===== src/rtl/hfi_pkg.sv =====
package hfi_pkg;

    localparam int FLAG_LO = 3;
    localparam int FLAG_W  = 4;
    localparam int NUM_TMR = 2;

    localparam int CTL_ACK_BIT = 7;
    localparam int CTL_RUN_LO  = 0;

    localparam logic [2:0] RD_LOW_BITS = 3'b110;

    typedef logic [FLAG_W-1:0] flags_t;

    typedef struct packed {
        flags_t               flags;
        flags_t               mask;
        logic                 summary;
        logic [NUM_TMR-1:0]   run;
    } core_state_t;

    function automatic logic [7:0] build_status(input logic summary,
                                                input flags_t flags,
                                                input flags_t mask);
        return {summary, flags & mask, RD_LOW_BITS};
    endfunction

endpackage


===== src/rtl/hfi_prescaler.sv =====
module hfi_prescaler #(
    parameter int TICK_DIV   = 4000,
    parameter int SLOW_RATIO = 4
) (
    input  logic clk,
    input  logic rst,
    output logic tick_fast,
    output logic tick_slow
);
    localparam int CW = (TICK_DIV > 1) ? $clog2(TICK_DIV) : 1;
    localparam int SW = (SLOW_RATIO > 1) ? $clog2(SLOW_RATIO) : 1;

    logic [CW-1:0] div_cnt;
    logic [SW-1:0] sub_cnt;

    assign tick_fast = (div_cnt == CW'(TICK_DIV - 1));
    assign tick_slow = tick_fast && (sub_cnt == SW'(SLOW_RATIO - 1));

    always_ff @(posedge clk) begin
        if (rst) begin
            div_cnt <= '0;
            sub_cnt <= '0;
        end else begin
            div_cnt <= tick_fast ? '0 : div_cnt + 1'b1;
            if (tick_fast)
                sub_cnt <= tick_slow ? '0 : sub_cnt + 1'b1;
        end
    end
endmodule


===== src/rtl/hfi_interval_timer.sv =====
module hfi_interval_timer #(
    parameter int CNT_W = 8
) (
    input  logic             clk,
    input  logic             rst,
    input  logic             tick,
    input  logic             run,
    input  logic             preset_we,
    input  logic [CNT_W-1:0] preset_d,
    output logic             ovf_o
);
    logic [CNT_W-1:0] preset_q;
    logic [CNT_W-1:0] cnt_q;
    logic             run_q;
    logic             start;

    assign start = run && !run_q;
    assign ovf_o = run && run_q && tick && (cnt_q == '1);

    always_ff @(posedge clk) begin
        if (rst) begin
            preset_q <= '0;
            cnt_q    <= '0;
            run_q    <= 1'b0;
        end else begin
            run_q <= run;
            if (preset_we)
                preset_q <= preset_d;
            if (start)
                cnt_q <= preset_q;
            else if (ovf_o)
                cnt_q <= preset_q;
            else if (run && tick)
                cnt_q <= cnt_q + 1'b1;
        end
    end
endmodule


===== src/rtl/hfi_flag_core.sv =====
module hfi_flag_core
    import hfi_pkg::*;
(
    input  logic                clk,
    input  logic                rst,
    input  logic                ctl_we,
    input  logic [7:0]          ctl_d,
    input  flags_t              evt,
    output core_state_t         st_q
);
    core_state_t st_d;

    always_comb begin
        st_d = st_q;
        if (ctl_we) begin
            if (ctl_d[CTL_ACK_BIT]) begin
                st_d.flags   = '0;
                st_d.summary = 1'b0;
            end else begin
                st_d.mask    = ~ctl_d[FLAG_LO +: FLAG_W];
                st_d.run     = ctl_d[CTL_RUN_LO +: NUM_TMR];
                st_d.flags   = st_q.flags & st_d.mask;
                st_d.summary = |st_d.flags;
            end
        end
        st_d.flags = st_d.flags | evt;
        if (|(st_d.flags & st_d.mask))
            st_d.summary = 1'b1;
    end

    always_ff @(posedge clk) begin
        if (rst)
            st_q <= '0;
        else
            st_q <= st_d;
    end
endmodule


===== src/rtl/hfi_status_irq.sv =====
module hfi_status_irq
    import hfi_pkg::*;
#(
    parameter int TICK_DIV   = 4000,
    parameter int SLOW_RATIO = 4,
    parameter int CNT_W      = 8
) (
    input  logic                clk,
    input  logic                rst,
    input  logic                ctl_we,
    input  logic [7:0]          ctl_d,
    input  logic [1:0]          preset_we,
    input  logic [CNT_W-1:0]    preset_d,
    input  logic [3:0]          ext_flag_i,
    output logic [7:0]          stat_q,
    output logic                irq_o,
    output logic                t1_run,
    output logic                t2_run
);
    logic               tick_fast;
    logic               tick_slow;
    logic [NUM_TMR-1:0] tick_sel;
    logic [NUM_TMR-1:0] ovf;
    flags_t             tmr_flags;
    flags_t             evt_all;
    flags_t             mask_w;
    core_state_t        st;

    hfi_prescaler #(
        .TICK_DIV   (TICK_DIV),
        .SLOW_RATIO (SLOW_RATIO)
    ) u_presc (
        .clk       (clk),
        .rst       (rst),
        .tick_fast (tick_fast),
        .tick_slow (tick_slow)
    );

    assign tick_sel = {tick_slow, tick_fast};

    for (genvar i = 0; i < NUM_TMR; i++) begin : g_tmr
        hfi_interval_timer #(.CNT_W(CNT_W)) u_tmr (
            .clk       (clk),
            .rst       (rst),
            .tick      (tick_sel[i]),
            .run       (st.run[i]),
            .preset_we (preset_we[i]),
            .preset_d  (preset_d),
            .ovf_o     (ovf[i])
        );
        assign tmr_flags[FLAG_W-1-i] = ovf[i];
    end

    for (genvar j = 0; j < FLAG_W - NUM_TMR; j++) begin : g_pad
        assign tmr_flags[j] = 1'b0;
    end

    assign evt_all = flags_t'(ext_flag_i) | tmr_flags;

    hfi_flag_core u_core (
        .clk    (clk),
        .rst    (rst),
        .ctl_we (ctl_we),
        .ctl_d  (ctl_d),
        .evt    (evt_all),
        .st_q   (st)
    );

    assign mask_w = st.mask;
    assign stat_q = build_status(st.summary, st.flags, st.mask);
    assign irq_o  = st.summary;
    assign t1_run = st.run[0];
    assign t2_run = st.run[1];
endmodule


===== config.mk =====
export PLATFORM = sky130hd
export DESIGN_NAME = hfi_status_irq
export DESIGN_NICKNAME = d
export VERILOG_FILES = /design/src/rtl/hfi_pkg.sv /design/src/rtl/hfi_prescaler.sv /design/src/rtl/hfi_interval_timer.sv /design/src/rtl/hfi_flag_core.sv /design/src/rtl/hfi_status_irq.sv
export SDC_FILE = /design/constraint.sdc
export NUM_CORES = 1
export LEC_CHECK = 0
export BUFFER_PORTS_ARGS = -buffer_cell sky130_fd_sc_hd__buf_2
export CAP_MARGIN = 0
export CORE_MARGIN = 2
export CORE_UTILIZATION = 35
export DETAILED_ROUTE_END_ITERATION = 12
export PLACE_DENSITY = 0.64
export SLEW_MARGIN = 20
export SYNTH_ARGS = -nofsm -noshare
export SYNTH_HDL_FRONTEND = slang
export SYNTH_SLANG_ARGS = --single-unit

===== constraint.sdc =====
create_clock -name clk -period 5.4 [get_ports clk]
set_clock_uncertainty 0.05 [all_clocks]
set_input_delay 1.08 -clock clk [delete_from_list [all_inputs] [get_ports clk]]
set_output_delay 1.08 -clock clk [all_outputs]
set_load 0.03 [all_outputs]

Yosys cells after proc, flatten, opt, wreduce, memory -nomap -nowiden. Cells that the tools add are included.

Word-level logic and storage cells: 60. Input port bits: 25. Register bits: 59. Output and inout port bits: 11.

Muxes and demuxes: 13. Reduce and logical (&&, ||, !) cells: 20. Eq/ne operators: 4. $add $sub $neg: 4. Bitwise logic cells: 7.

Operators with widths (count): 8-bit two-way mux (6); 8-bit by 1-bit adder with 8-bit output (second input constant) (2); 8-bit equality test (second input constant) (2); 12-bit by 1-bit adder with 12-bit output (second input constant) (1); 4-bit bitwise AND (3); 12-bit equality test (second input constant) (1); 1-bit logical AND (11); 11-bit two-way mux (1); 4-bit two-way mux (2); 4-bit bitwise OR (2); 4-bit OR reduction (2); 3-bit nonzero test (2); 2-bit two-way mux (2); 4-bit inverter (1); 2-bit by 1-bit adder with 2-bit output (second input constant) (1); 2-bit equality test (second input constant) (1); 1-bit logical NOT (2); 1-bit two-way mux (2); 2-bit AND reduction (1); 2-bit nonzero test (1); 2-bit OR reduction (1); 1-bit inverter (1).

Logic depth before layout (Yosys ltp).
Depth after elaboration: 9. Mapped depth: 8. Mapped depth without buffers: 6.

Modules after synthesis. Synthesis repeated with hierarchy kept, for this count alone.

Cells, all modules: 356. Area total of the unflattened synthesis: 3060.4 µm².

By module, submodules not included: hfi_interval_timer (sequential area each 340.3 µm², instances 2, area each 880.8 µm², cells an instance 102); hfi_prescaler (sequential area each 280.3 µm², instances 1, area each 656.9 µm², cells an instance 72); hfi_flag_core (sequential area each 220.2 µm², instances 1, area each 566.8 µm², cells an instance 68); hfi_status_irq (sequential area each 0.0 µm², instances 1, area each 75.1 µm², cells an instance 12).

Worst setup path after synthesis. No wires, ideal clock.

Kind: register to register. Start: register u_presc.div_cnt[0]. End: register g_tmr[1].u_tmr.cnt_q[3]. Arrival time: 1.993 ns. Data required time: 5.276 ns. Path slack: 3.282 ns. Cell stages (with the launch flop): 9. Period minus slack after synthesis: 2.118 ns. Library setup time: 0.074 ns. Buffers on the path: 2. Cells stage by stage: dfxtp_1 -> ha_1 -> and4_4 -> and4_4 -> buf_6 -> a31o_1 -> buf_6 -> or4_1 -> a31oi_1.

Word-level cells in the longest chain between the ends: 6. Elaborated cells on any way between the ends: 8. Classes of those cells: eq/ne (1); mux (2); reduce/logical (5).

RTL lines: from (decl) (line hfi_prescaler.sv:13) `logic [CW-1:0] div_cnt;`; from (signal assigned) (line hfi_prescaler.sv:24) `div_cnt <= tick_fast ? '0 : div_cnt + 1'b1;`; 12-bit equality test (*) (line hfi_prescaler.sv:16) `assign tick_fast = (div_cnt == CW'(TICK_DIV - 1));`; 1-bit logical AND (*) (line hfi_prescaler.sv:17) `assign tick_slow = tick_fast && (sub_cnt == SW'(SLOW_RATIO - 1));`; 1-bit logical AND (2 in series) (line hfi_interval_timer.sv:18) `assign ovf_o = run && run_q && tick && (cnt_q == '1);`; 8-bit two-way mux (line hfi_interval_timer.sv:31) `else if (ovf_o)`; 8-bit two-way mux (line hfi_interval_timer.sv:29) `if (start)`; to (signal assigned) (line hfi_interval_timer.sv:30) `cnt_q <= preset_q;`; to (signal assigned) (line hfi_interval_timer.sv:32) `cnt_q <= preset_q;`; to (signal assigned) (line hfi_interval_timer.sv:34) `cnt_q <= cnt_q + 1'b1;`; to (decl) (line hfi_interval_timer.sv:13) `logic [CNT_W-1:0] cnt_q;`.

Mark *: on every way between the ends. The rest lies on a longest branch, timed or not. A chain may end at the register's enable or synchronous reset.

Worst setup path after layout.
Start: register u_presc.div_cnt[0]. End: register g_tmr[0].u_tmr.cnt_q[2].

Word-level cells in the longest chain between the ends: 5. Elaborated cells on any way between the ends: 7. Classes of those cells: eq/ne (1); mux (2); reduce/logical (4).

RTL lines (line): 12-bit equality test (*) (hfi_prescaler.sv:16); 1-bit logical AND (2 in series) (hfi_interval_timer.sv:18); 8-bit two-way mux (hfi_interval_timer.sv:31); 8-bit two-way mux (hfi_interval_timer.sv:29); to (signal assigned) (hfi_interval_timer.sv:30); to (signal assigned) (hfi_interval_timer.sv:32); to (signal assigned) (hfi_interval_timer.sv:34); to (decl) (hfi_interval_timer.sv:13).

Marks and branches as above.

==> results.cfg <==
[synth]
yosys_most_used_dff = dfxtp_1
synth-edff-count = 0
syn_avg_cell_area_um2 = 8.396
synth_area_leaders = dfxtp_1 42%, nor2_1 7.0%, mux2i_1 6.0%
ys_ff_latch = 59
synth_top_area_share_pct = 41.62
yosys_warnings = 0
syn-cell-area_mm2 = 0.002838
synth_cells = 338
synth_cell_types = 50
seq_area_frac_synth_pct = 41.62
async_flop_share_pct = 0
yosysTopAreaCell = dfxtp_1

[detailed_routing]
drtIter0Drc = 146
firstDrtPassIters = 4
routed_via_density = 5.236
ant_nets = 0
vias = 2461
drc = 0
routedWlPerCell_um = 13.56
wirelength_um = 6373

[worst_hold_path]
worstHoldStart = u_presc.div_cnt[0]
min_path_type = flop to flop
hold_path_depth = 1
hold_end = u_presc.div_cnt[0]

[place]
io_buffer_count = 31
finalWeightedCongestion = 0.8447
dpl_worst_slack_ns = 2.924
post-dp-hpwl_um = 4491

[pwr]
intPower_mw = 0.7548
power_switching_share_pct = 25.74
p_leak_nw = 1.281
ir_drop_mv = 0.1652
comb_power_share_pct = 8.8
power_mw = 1.016
switchingPower_mw = 0.2616
power_frac_clock_pct = 44.5
pwr-share-seq_pct = 46.7
powerDensity_mw_per_mm2 = 312.3

[critical_path]
worst_path_max_delay_cell = or4_1
critPathLaunchType = flop
r2r_cells = 6
rr_endpoint = g_tmr[0].u_tmr.cnt_q[2]
rrSetupSlack_ns = 2.92
path_cells = ha_1 > and4_4 > nand3_1 > or4_1 > or4b_1 > nand3_1
cp_max_fo = 12
r2r-start = u_presc.div_cnt[0]
required_ns = 5.63
crit_arrival_ns = 2.71
critical_path.most_common_cell = nand3_1
critPathCaptureType = flop
critPathKind = flop to flop
max_stage_delay_ns = 0.61

[floorplanning]
placementRows = 32
die_w_um = 94.05
die_h_um = 94.05
core_mm2 = 0.007807
die-area_mm2 = 0.008844
initial_core_util_pct = 36.35
ioPinCount = 36

[global_route]
antenna_found_initial = 0
use_met1_pct = 21.32
grt_pass1_wl_um = 10940
overflow = 0
met2_usage_pct = 23.93
met3_usage_pct = 6.180
grt_pass1_vias = 2345
busiest_layer = met2
grt_start_max_net_pins = 57
grt.total_usage_pct = 16.06

[clock_tree]
post_cts_buffers = 0
cts.reportedPaths.clkPinSlew_ns = 0.06
holdBufCountCts = 0
clk_latency_ns = 0.35
numCtsBuffers = 9
cts.root.buffer_cell = clkbuf_8
h-tree-depth = 3
tritoncts = built
clock_path_buffers = 2
clock-sinks = 59
cts_resized = 0

[timing]
rsz0062_at_grt = false
fmax_mhz = 403.5
relSlewSlack_pct = 62.28
hold_viol = 0
tightest_slew_ns = 0.5659
fin_setup_tns_ns = 0
worst_slack_ns = 2.922
min_period_ns = 2.478
finalSetupViolCount = 0
hold_ws_ns = 0.3974
fin_crit_sh_pct = 45.90
maxSlewViolCount = 0

[cells_and_area]
diodes = 0
fillCellCount = 816
drive_above_1_share_pct = 14.67
fin_util_pct = 41.68
syn2layout_area_growth_pct = 14.68
nets = 392

[run]
drv_cap = 0

[status]
status = completed
synthesized netlist by cell type (2+ instances only):
cell type  number
inv_1           9
dfxtp_1        59
conb_1          2
buf_6           2
and2_1          6
a311oi_1        2
a31oi_1        12
o21ai_0        12
nand2b_1        7
xnor2_1         3
ha_1            4
and3_1          8
and4_4          3
buf_1           2
clkbuf_1       11
buf_4           4
nor3_1          6
mux2i_1        17
nor2b_1         6
xor2_1          7
or4_1           4
a22oi_1         5
nand4_1         5
nand3_1        17
nor2_1         53
a211o_1         4
or3_1           2
nand3b_1        4
nand2_1        22
a211oi_1        3
a21oi_1        17
o22ai_1         2
worst max-delay path: cells and delay by family (launching register included):
kind / cells / cell delay [ns]
and+or+nand+nor: 5 / 1.80
DFF: 1 / 0.35
adders and majority gates: 1 / 0.22
per-layer routing:
layer / share of wire (%) / up-vias
met5: 0 / -
met4: 1.3 / 0
met3: 4.7 / 7
met2: 42 / 53
met1: 52 / 1143
li1: - / 1258
power by group through the flow:
stage	clock network (mW)	registers (mW)	logic, mW
2_1_floorplan	0	0.481	0.0648
3_3_place_gp	0	0.484	0.0869
3_5_place_dp	0	0.485	0.0886
4_1_cts	0.463	0.475	0.0893
5_1_grt	0.488	0.478	0.101
6_report	0.452	0.475	0.0890
worst max-delay path by stage:
stage / start / depth (start not counted) / slack, ns / end
final: u_presc.div_cnt[0] / 6 / 2.92 / g_tmr[0].u_tmr.cnt_q[2]
after global routing: u_presc.div_cnt[0] / 6 / 2.73 / g_tmr[0].u_tmr.cnt_q[2]
after CTS: u_presc.div_cnt[0] / 6 / 2.90 / g_tmr[0].u_tmr.cnt_q[2]
after detailed placement: u_presc.div_cnt[0] / 6 / 2.92 / g_tmr[0].u_tmr.cnt_q[2]
after global placement: u_presc.div_cnt[0] / 6 / 2.93 / g_tmr[0].u_tmr.cnt_q[2]
after floorplan: u_presc.div_cnt[0] / 8 / 3.28 / g_tmr[1].u_tmr.cnt_q[3]
logic make-up (layout without fill, tap and decap cells):
logic type / after synthesis / after routing / synth area share, %
simple gates: 150 / 150 / 26.98
compound gates: 68 / 68 / 15.52
flops: 59 / 59 / 41.62
buf+inv: 28 / 57 / 4.762
mux: 17 / 17 / 5.996
xor+xnor: 10 / 10 / 3.087
fa+ha+maj: 4 / 4 / 1.764
other cells: 2 / 3 / 0.2646
cell type report:
| type | instances | area (um2) | area share, % |
|---|---|---|---|
| multi-input cells | 252 | 1525 | 46.87 |
| flip-flops and latches | 59 | 1181 | 36.29 |
| repair buffers | 32 | 162.7 | 4.998 |
| well taps | 102 | 127.6 | 3.922 |
| clock buffers | 9 | 123.9 | 3.806 |
| clock inverters | 7 | 100.1 | 3.076 |
| inverters | 9 | 33.78 | 1.038 |
cell usage in the layout (no fill, tap or decap), types with 9 or more instances in the layout:
cell type  Yosys  layout
o21ai_0       12      12
nand2_1       22      22
clkbuf_8       0       9
a21oi_1       17      17
nor2_1        53      53
nand3_1       17      17
buf_2          0      31
a31oi_1       12      12
inv_1          9       9
dfxtp_1       59      59
mux2i_1       17      17
through the flow:
| step | instances | instance area (um2) |
|---|---|---|
| after global routing | 470 | 3254 |
| after global placement | 454 | 3030 |
| after floorplan | 339 | 2841 |
| final | 470 | 3254 |
| after detailed placement | 454 | 3030 |
| after CTS | 470 | 3254 |
state kept, by name (all words and copies together) (netlist names):
name	count
g_tmr.u_tmr.preset_q	16
u_presc.div_cnt	12
g_tmr.u_tmr.run_q	2
g_tmr.u_tmr.cnt_q	16
u_presc.sub_cnt	2
u_core.st_q	11
Power figures use the tool's default switching activity.
